<file path="src/rtl/spi_seq_pkg.sv">
// Package: register offsets and engine state encoding shared by the sequencer.
// Assumes a 12-bit byte address space on the register port.
package spi_seq_pkg;
    localparam logic [11:0] OFS_CTRL  = 12'h500;
    localparam logic [11:0] OFS_OUTC  = 12'h504;
    localparam logic [11:0] OFS_INC   = 12'h508;
    localparam logic [11:0] OFS_MISC  = 12'h538;
    localparam logic [11:0] OFS_STATE = 12'h550;
    localparam logic [11:0] OFS_BUF   = 12'h800;

    // Engine state; value 0 must mean idle (read by software).
    typedef enum logic [3:0] {
        ST_IDLE  = 4'd0,
        ST_START = 4'd1,
        ST_ISSUE = 4'd2,
        ST_WAIT  = 4'd3,
        ST_GAP   = 4'd4
    } seq_state_t;
endpackage

</file>
<file path="src/rtl/spi_seq_buf.sv">
// Shared byte buffer, organised as four byte lanes of WORDS entries.
// Port A: whole-word bus write/read. Port B: single-byte engine write/read.
// Assumes the owner never enables both writes to the same word in one cycle;
// bus write has priority if it does.
module spi_seq_buf #(
    parameter int BYTES = 128
) (
    input  logic                          clk,
    input  logic                          bus_we,
    input  logic [$clog2(BYTES/4)-1:0]    bus_idx,
    input  logic [31:0]                   bus_wdata,
    output logic [31:0]                   bus_rdata,
    input  logic                          eng_we,
    input  logic [$clog2(BYTES)-1:0]      eng_idx,
    input  logic [7:0]                    eng_wbyte,
    output logic [7:0]                    eng_rbyte
);
    localparam int WORDS = BYTES / 4;
    localparam int BW    = $clog2(BYTES);

    logic [7:0] lane_rd [4];

    for (genvar g = 0; g < 4; g++) begin : g_lane
        logic [7:0] mem [WORDS];

        // Lane storage: bus word write or engine byte write into this lane.
        always_ff @(posedge clk) begin
            if (bus_we)
                mem[bus_idx] <= bus_wdata[8*g +: 8];
            else if (eng_we && eng_idx[1:0] == 2'(g))
                mem[eng_idx[BW-1:2]] <= eng_wbyte;
        end

        assign bus_rdata[8*g +: 8] = mem[bus_idx];
        assign lane_rd[g]          = mem[eng_idx[BW-1:2]];
    end

    assign eng_rbyte = lane_rd[eng_idx[1:0]];
endmodule

</file>
<file path="src/rtl/spi_seq_shift.sv">
// Mode-0 byte shifter: MSB first, SCLK = clk/2, idles low.
// MOSI updates with the falling SCLK, MISO is taken in the high half.
// 'go' loads a byte; 'done' pulses one cycle when the byte is complete.
module spi_seq_shift #(
    parameter int BITS = 8
) (
    input  logic            clk,
    input  logic            rst_n,
    input  logic            abort,
    input  logic            go,
    input  logic [BITS-1:0] tx_byte,
    input  logic            miso,
    output logic            sclk,
    output logic            mosi,
    output logic            done,
    output logic [BITS-1:0] rx_byte
);
    localparam int CW = $clog2(BITS);

    logic            active;
    logic [BITS-1:0] sh;
    logic [CW-1:0]   bit_n;

    // Bit engine: alternate SCLK halves, shift out on fall, capture on high.
    always_ff @(posedge clk) begin
        if (!rst_n || abort) begin
            active  <= 1'b0;
            sclk    <= 1'b0;
            mosi    <= 1'b0;
            done    <= 1'b0;
            sh      <= '0;
            bit_n   <= '0;
            rx_byte <= '0;
        end else begin
            done <= 1'b0;
            if (go) begin
                active <= 1'b1;
                sclk   <= 1'b0;
                sh     <= tx_byte;
                mosi   <= tx_byte[BITS-1];
                bit_n  <= '0;
            end else if (active) begin
                if (!sclk) begin
                    sclk <= 1'b1;
                end else begin
                    sclk    <= 1'b0;
                    rx_byte <= {rx_byte[BITS-2:0], miso};
                    if (bit_n == CW'(BITS-1)) begin
                        active <= 1'b0;
                        done   <= 1'b1;
                        mosi   <= 1'b0;
                    end else begin
                        bit_n <= bit_n + 1'b1;
                        sh    <= {sh[BITS-2:0], 1'b0};
                        mosi  <= sh[BITS-2];
                    end
                end
            end
        end
    end

    // data line is steady whenever the clock rises.
    p_mosi_steady_r5: assert property (@(posedge clk) disable iff (!rst_n)
        $rose(sclk) |-> $stable(mosi));
    // clock stays low whenever no byte is in flight.
    p_sclk_idle_r5: assert property (@(posedge clk) disable iff (!rst_n)
        (!active && !go) |=> !sclk);
endmodule

</file>
<file path="src/rtl/spi_cmd_seq.sv">
// SPI memory command sequencer top: register decode, buffer, sequencing FSM
// and deselect timer around a mode-0 shifter.
// Assumes software keeps output count + input count <= BUF_BYTES; input bytes
// past the buffer end are clocked but not stored.
module spi_cmd_seq
    import spi_seq_pkg::*;
#(
    parameter int BUF_BYTES = 128,
    parameter int CNT_W     = 8
) (
    input  logic        clk,
    input  logic        rst_n,
    input  logic        reg_wr,
    input  logic [11:0] reg_addr,
    input  logic [31:0] reg_wdata,
    output logic [31:0] reg_rdata,
    output logic        spi_sclk,
    output logic        spi_cs_n,
    output logic        spi_mosi,
    input  logic        spi_miso
);
    localparam int BW    = $clog2(BUF_BYTES);
    localparam int AW    = BW - 2;
    localparam int IDX_W = CNT_W + 1;
    localparam int GAP_W = 5;

    seq_state_t       state;
    logic             en_q, xio_q, busy_q, ready_q;
    logic [CNT_W-1:0] out_cnt, in_cnt;
    logic [1:0]       rd_lat, latch_lat;
    logic [GAP_W-1:0] gap_len, gap_cnt;
    logic [IDX_W-1:0] idx, total;

    logic wr_ctrl, wr_outc, wr_inc, wr_misc, wr_buf, in_buf, srst, stop, trig;
    logic [31:0] buf_rdata;
    logic [7:0]  eng_rbyte, tx_byte, rx_byte;
    logic        eng_we, sh_go, sh_done;
    logic        unused_bits;

    assign in_buf  = (reg_addr >= OFS_BUF) && (reg_addr < OFS_BUF + 12'(BUF_BYTES));
    assign wr_ctrl = reg_wr && reg_addr == OFS_CTRL;
    assign wr_outc = reg_wr && reg_addr == OFS_OUTC;
    assign wr_inc  = reg_wr && reg_addr == OFS_INC;
    assign wr_misc = reg_wr && reg_addr == OFS_MISC;
    assign wr_buf  = reg_wr && in_buf;
    assign srst    = wr_misc && reg_wdata[28];
    assign stop    = wr_ctrl && !reg_wdata[3];
    assign trig    = wr_ctrl && reg_wdata[3] && reg_wdata[2];
    assign total   = {1'b0, out_cnt} + {1'b0, in_cnt};
    assign unused_bits = ^{reg_wdata[31:29], reg_wdata[27], reg_wdata[24:10]};

    // Setup registers: counts frozen while busy, misc always writable.
    always_ff @(posedge clk) begin
        if (!rst_n) begin
            out_cnt   <= '0;
            in_cnt    <= '0;
            rd_lat    <= '0;
            latch_lat <= '0;
            gap_len   <= '0;
        end else begin
            if (wr_outc && !busy_q) out_cnt <= reg_wdata[CNT_W-1:0];
            if (wr_inc && !busy_q)  in_cnt  <= reg_wdata[CNT_W-1:0];
            if (wr_misc) begin
                rd_lat    <= reg_wdata[26:25];
                latch_lat <= reg_wdata[9:8];
                gap_len   <= reg_wdata[GAP_W-1:0];
            end
        end
    end

    // Sequencer: trigger, chip select, byte stepping, deselect gap, abort.
    always_ff @(posedge clk) begin
        if (!rst_n) begin
            state    <= ST_IDLE;
            en_q     <= 1'b0;
            xio_q    <= 1'b0;
            busy_q   <= 1'b0;
            ready_q  <= 1'b0;
            spi_cs_n <= 1'b1;
            idx      <= '0;
            gap_cnt  <= '0;
        end else begin
            if (wr_ctrl) begin
                en_q  <= reg_wdata[3];
                xio_q <= reg_wdata[4];
            end
            if (srst || stop) begin
                state    <= ST_IDLE;
                busy_q   <= 1'b0;
                ready_q  <= 1'b0;
                spi_cs_n <= 1'b1;
            end else begin
                unique case (state)
                    ST_IDLE: if (trig) begin
                        busy_q <= 1'b1;
                        idx    <= '0;
                        state  <= ST_START;
                    end
                    ST_START: begin
                        spi_cs_n <= 1'b0;
                        ready_q  <= 1'b1;
                        gap_cnt  <= '0;
                        state    <= (total == '0) ? ST_GAP : ST_ISSUE;
                    end
                    ST_ISSUE: state <= ST_WAIT;
                    ST_WAIT: if (sh_done) begin
                        idx <= idx + 1'b1;
                        if (idx + 1'b1 == total) begin
                            spi_cs_n <= 1'b1;
                            gap_cnt  <= '0;
                            state    <= ST_GAP;
                        end else begin
                            state <= ST_ISSUE;
                        end
                    end
                    ST_GAP: begin
                        spi_cs_n <= 1'b1;
                        if (gap_cnt == gap_len) begin
                            busy_q <= 1'b0;
                            state  <= ST_IDLE;
                        end else begin
                            gap_cnt <= gap_cnt + 1'b1;
                        end
                    end
                    default: state <= ST_IDLE;
                endcase
            end
        end
    end

    assign sh_go   = (state == ST_ISSUE);
    assign tx_byte = (idx < {1'b0, out_cnt}) ? eng_rbyte : 8'h00;
    assign eng_we  = (state == ST_WAIT) && sh_done && (idx >= {1'b0, out_cnt})
                     && (idx < IDX_W'(BUF_BYTES));

    spi_seq_buf #(.BYTES(BUF_BYTES)) u_buf (
        .clk       (clk),
        .bus_we    (wr_buf && !busy_q),
        .bus_idx   (reg_addr[BW-1:2]),
        .bus_wdata (reg_wdata),
        .bus_rdata (buf_rdata),
        .eng_we    (eng_we),
        .eng_idx   (idx[BW-1:0]),
        .eng_wbyte (rx_byte),
        .eng_rbyte (eng_rbyte)
    );

    spi_seq_shift #(.BITS(8)) u_shift (
        .clk     (clk),
        .rst_n   (rst_n),
        .abort   (srst || stop),
        .go      (sh_go),
        .tx_byte (tx_byte),
        .miso    (spi_miso),
        .sclk    (spi_sclk),
        .mosi    (spi_mosi),
        .done    (sh_done),
        .rx_byte (rx_byte)
    );

    // Read mux: control flags, counts, misc fields, engine state, buffer words.
    always_comb begin
        reg_rdata = '0;
        if (in_buf)
            reg_rdata = buf_rdata;
        else if (reg_addr == OFS_CTRL)
            reg_rdata = {27'b0, xio_q, en_q, 1'b0, ready_q, busy_q};
        else if (reg_addr == OFS_OUTC)
            reg_rdata = 32'(out_cnt);
        else if (reg_addr == OFS_INC)
            reg_rdata = 32'(in_cnt);
        else if (reg_addr == OFS_MISC) begin
            reg_rdata[26:25]       = rd_lat;
            reg_rdata[9:8]         = latch_lat;
            reg_rdata[GAP_W-1:0]   = gap_len;
        end else if (reg_addr == OFS_STATE)
            reg_rdata = {28'b0, state};
    end

    // chip select is only ever low inside a busy transaction.
    p_cs_in_txn_r8: assert property (@(posedge clk) disable iff (!rst_n)
        !spi_cs_n |-> busy_q);
    // ready can only be set with the enable bit held.
    p_ready_needs_en_r9: assert property (@(posedge clk) disable iff (!rst_n)
        ready_q |-> en_q);
    // count writes while busy leave the count unchanged.
    p_count_frozen_r10: assert property (@(posedge clk) disable iff (!rst_n)
        (wr_outc && busy_q) |=> $stable(out_cnt));
    // software reset lands the engine in idle with chip select high.
    p_srst_idle_r11: assert property (@(posedge clk) disable iff (!rst_n)
        srst |=> (state == ST_IDLE && spi_cs_n && !busy_q));
    // an accepted trigger raises busy on the next cycle.
    p_trig_busy_r4: assert property (@(posedge clk) disable iff (!rst_n)
        (state == ST_IDLE && trig) |=> busy_q);
endmodule

</file>
<file path="config.mk">
export PLATFORM = sky130hd
export DESIGN_NAME = spi_cmd_seq
export DESIGN_NICKNAME = d
export VERILOG_FILES = /design/src/rtl/spi_seq_pkg.sv /design/src/rtl/spi_seq_buf.sv /design/src/rtl/spi_seq_shift.sv /design/src/rtl/spi_cmd_seq.sv
export SDC_FILE = /design/constraint.sdc
export NUM_CORES = 2
export LEC_CHECK = 0
export BUFFER_PORTS_ARGS = -buffer_cell sky130_fd_sc_hd__buf_4
export CORE_ASPECT_RATIO = 1.2
export CORE_MARGIN = 2
export CORE_UTILIZATION = 55
export CTS_CLUSTER_SIZE = 40
export DETAILED_ROUTE_END_ITERATION = 7
export PLACE_DENSITY_LB_ADDON = 0.1
export SYNTH_ARGS = -nofsm -noshare
export SYNTH_HDL_FRONTEND = slang
export SYNTH_SLANG_ARGS = --single-unit
</file>
<file path="constraint.sdc">
create_clock -name clk -period 6.1 [get_ports clk]
set_input_delay 1.22 -clock clk [delete_from_list [all_inputs] [get_ports clk]]
set_output_delay 1.22 -clock clk [all_outputs]
set_load 0.02 [all_outputs]
</file>
==> impl_metrics.ini <==
[cts]
cts_tree = built
clk_pin_slew_worst_paths_ps = 60
htree_levels = 3
post_cts_buffers = 0
clk_latency_ps = 700
ctsResizeCount = 0
ctsLongestPathBuffers = 3
cts_sinks = 1098
hold_buffers = 0
root_buffer = clkbuf_16
cts_buffers = 106

[route]
dr.pass1.iters = 8
detail-route-antenna-nets = 0
wl_met1_um = 57500
routedWlPerCell_um = 36.3
via_count = 32000
met2_length_um = 79600
dr_wl_met3_um = 15600
drc = 0
drtIter0Drc = 4127
top_layer = met5
viasPerCell = 7.17
routed_wl_um = 162000

[synth]
synth-simple-area-share_pct = 4.16
synth_fa_ha_area_share_pct = 0.578
ys.flop_type = edfxtp_1
ys_seq_area_share_pct = 60.6
synth_cells = 2960
syn_nets = 3032
synthMuxAreaShare_pct = 27.8
syn_area_per_cell_um2 = 18.0
synth_compound_area_share_pct = 4.07
ys_types = 76
yosysTopAreaCellShare_pct = 57.8
synth.area.top_cells = edfxtp_1 (58%), mux4_2 (23%), mux2i_1 (4.0%)
yosysWarnings = 0
synth_seq_cells = 1098
synth_edf_count = 1024
yosysTopAreaCell = edfxtp_1
async_flop_share_pct = 0
synth_top_family_by_area = multiplexers
synth_area_um2 = 53200
synthXorXnorAreaFrac_pct = 0.463

[timing]
final-max-slew-violation-count = 0
worstMarginPinSlew_ps = 1320
fmax_mhz = 182
clock_skew_ps = 27.9
slew_headroom_pct = 11.8
finalHoldViolations = 0
fin_crit_ps = 5510
worst_hold_slack_ps = 466
fin_crit_sh_pct = 90.3
rsz0062_at_grt = false
setup_viol = 0
tns_ps = 0

[flow_run]
max_cap_violations = 0

[placement]
place_area_um2 = 55600
place_hpwl_um = 107000
finalWeightedCongestion = 0.942
portBuffers = 82

[finish]
drive_gt1_share_pct = 32.1
final_area_um2 = 59300
layout_commonest_cell = edfxtp_1
final_cell_mix = edfxtp_1 (1024), mux4_2 (546), buf_4 (228)
post-route-util_pct = 61.6
nets = 3166
syn2layout_area_growth_pct = 11.5

[worst_setup_path]
r2r_cells = 9
worst_path_max_delay_cell = buf_8
cp-start-kind = primary input
worstSetupEndpointType = output pin
r2r-start = idx[2]$_SDFFE_PN0P_
crit_path_cell_trace = buf_8 > buf_4 > buf_4 > mux4_2 > mux4_2 > mux2i_1 > nor2_1 > buf_4
path_class = primary input to output pin
cp.arrival_ps = 4290
cp.required_ps = 4880
r2r_slack_ps = 1680
crit_top_cell = buf_4
r2r-end = u_buf.g_lane[0].mem[4][7]$_DFFE_PP_
max_stage_delay_ps = 620
path_max_fanout = 66

[floorplanning]
die_area_um2 = 99300
rows = 125
die_h_um = 345
die_w_um = 288
coreArea_um2 = 96300
initial_core_util_pct = 55.2
io_pins = 83

[grt]
grt.overflow.total = 0
grt_pass1_vias = 32200
grtUsageTotal_pct = 33.1
grt_max_degree = 86
antenna_found_initial = 4
grt_pass1_wl_um = 231000

[power_and_ir_drop]
power.density_nw_per_um2 = 268
fin_total_pwr_mw = 15.9
leakage_nw = 18.6
vdd_ir_drop_max_mv = 0.201

[hold_path]
whs_path_depth = 2
hold_end = u_shift.sh[0]$_SDFFE_PP0P_
min_from = u_shift.sh[0]$_SDFFE_PP0P_
hold_path_class = flip-flop to flip-flop

[outcome]
outcome = complete, no violations
[where the power goes]
part	total (mW)	switching, mW	internal [mW]
sequential	8.22	0.00106	8.22
clock	6.99	2.90	4.10
combinational	0.700	0.408	0.292
total	15.9	3.31	12.6
[flip-flops by register name (all words and copies together) (netlist names), 2 cells and up, named ones only]
register / count
rd_lat: 2
u_buf.g_lane.mem: 1024
u_shift.rx_byte: 8
u_shift.bit_n: 3
gap_len: 5
idx: 9
gap_cnt: 5
u_shift.sh: 7
latch_lat: 2
out_cnt: 8
in_cnt: 8
state: 3
[worst max path at each step]
stage / from / endpoint / slack (ps) / depth (start not counted)
2_1_floorplan: reg_addr[2] / reg_rdata[17] / 1610 / 7
3_3_place_gp: reg_addr[2] / reg_rdata[31] / 640 / 8
3_5_place_dp: reg_addr[2] / reg_rdata[31] / 600 / 8
4_1_cts: reg_addr[2] / reg_rdata[31] / 580 / 8
5_1_grt: reg_addr[2] / reg_rdata[31] / 420 / 8
6_report: reg_addr[2] / reg_rdata[31] / 590 / 8
[synth_stat cells (6+ instances only)]
cell type / number
edfxtp_1: 1024
mux4_2: 546
mux2i_1: 210
nor2_1: 209
nand2_1: 90
clkbuf_1: 86
dfxtp_1: 74
buf_2: 70
o21ai_0: 57
a22oi_1: 49
a21oi_1: 46
nand3_1: 43
mux2_2: 36
o211ai_1: 35
nor2b_1: 28
a221oi_1: 23
ha_1: 23
buf_4: 21
buf_1: 16
inv_1: 15
and3_1: 14
nand4_1: 14
xnor2_1: 14
nor3_1: 13
buf_6: 12
nor3b_1: 12
o22ai_1: 11
a21boi_0: 10
and2_1: 9
o21ai_2: 9
xor2_1: 9
a31oi_1: 8
and3b_1: 8
o21ai_1: 8
a21o_1: 6
nand2b_1: 6
nor4_1: 6
o221ai_1: 6
[critical path: cells and delay by family]
family	cells	cell delay [ps]
buffers and inverters	4	1400
muxes	3	1320
and+or+nand+nor	1	190
[cells by family (layout without fill, tap and decap cells)]
kind of cell    count (synthesis)  count (layout)
buf+inv                       234             461
xor+xnor                       25              25
simple gates                  474             474
other cells                     0               2
mux                           792             792
fa+ha+maj                      24              24
compound gates                313             313
flops                        1098            1098
[metrics by stage]
| stage | setup WS (ps) | std cells |
|---|---|---|
| 3_3_place_gp | 636 | 4256 |
| 6_report | 591 | 4459 |
| 4_1_cts | 583 | 4457 |
| 2_1_floorplan | 1610 | 2960 |
| 3_5_place_dp | 600 | 4256 |
| 5_1_grt | 419 | 4457 |
[final cells by class]
| type | count | area, um2 |
|---|---|---|
| well taps | 1270 | 1590 |
| multi-input cells | 1628 | 19800 |
| repair buffers | 241 | 1950 |
| clock inverters | 72 | 840 |
| fillers | 6944 | 37000 |
| flip-flops and latches | 1098 | 32200 |
| clock buffers | 129 | 2860 |
| inverters | 19 | 71.3 |
| diodes | 2 | 5.00 |
[routing by layer]
| layer | vias to the layer above | global-route usage [%] |
|---|---|---|
| met2 | 2010 | 54.4 |
| met5 | - | 0 |
| li1 | 12700 | - |
| met3 | 446 | 6.06 |
| met1 | 16800 | 43.0 |
| met4 | 6 | 16.2 |
Power figures use the tool's default switching activity.
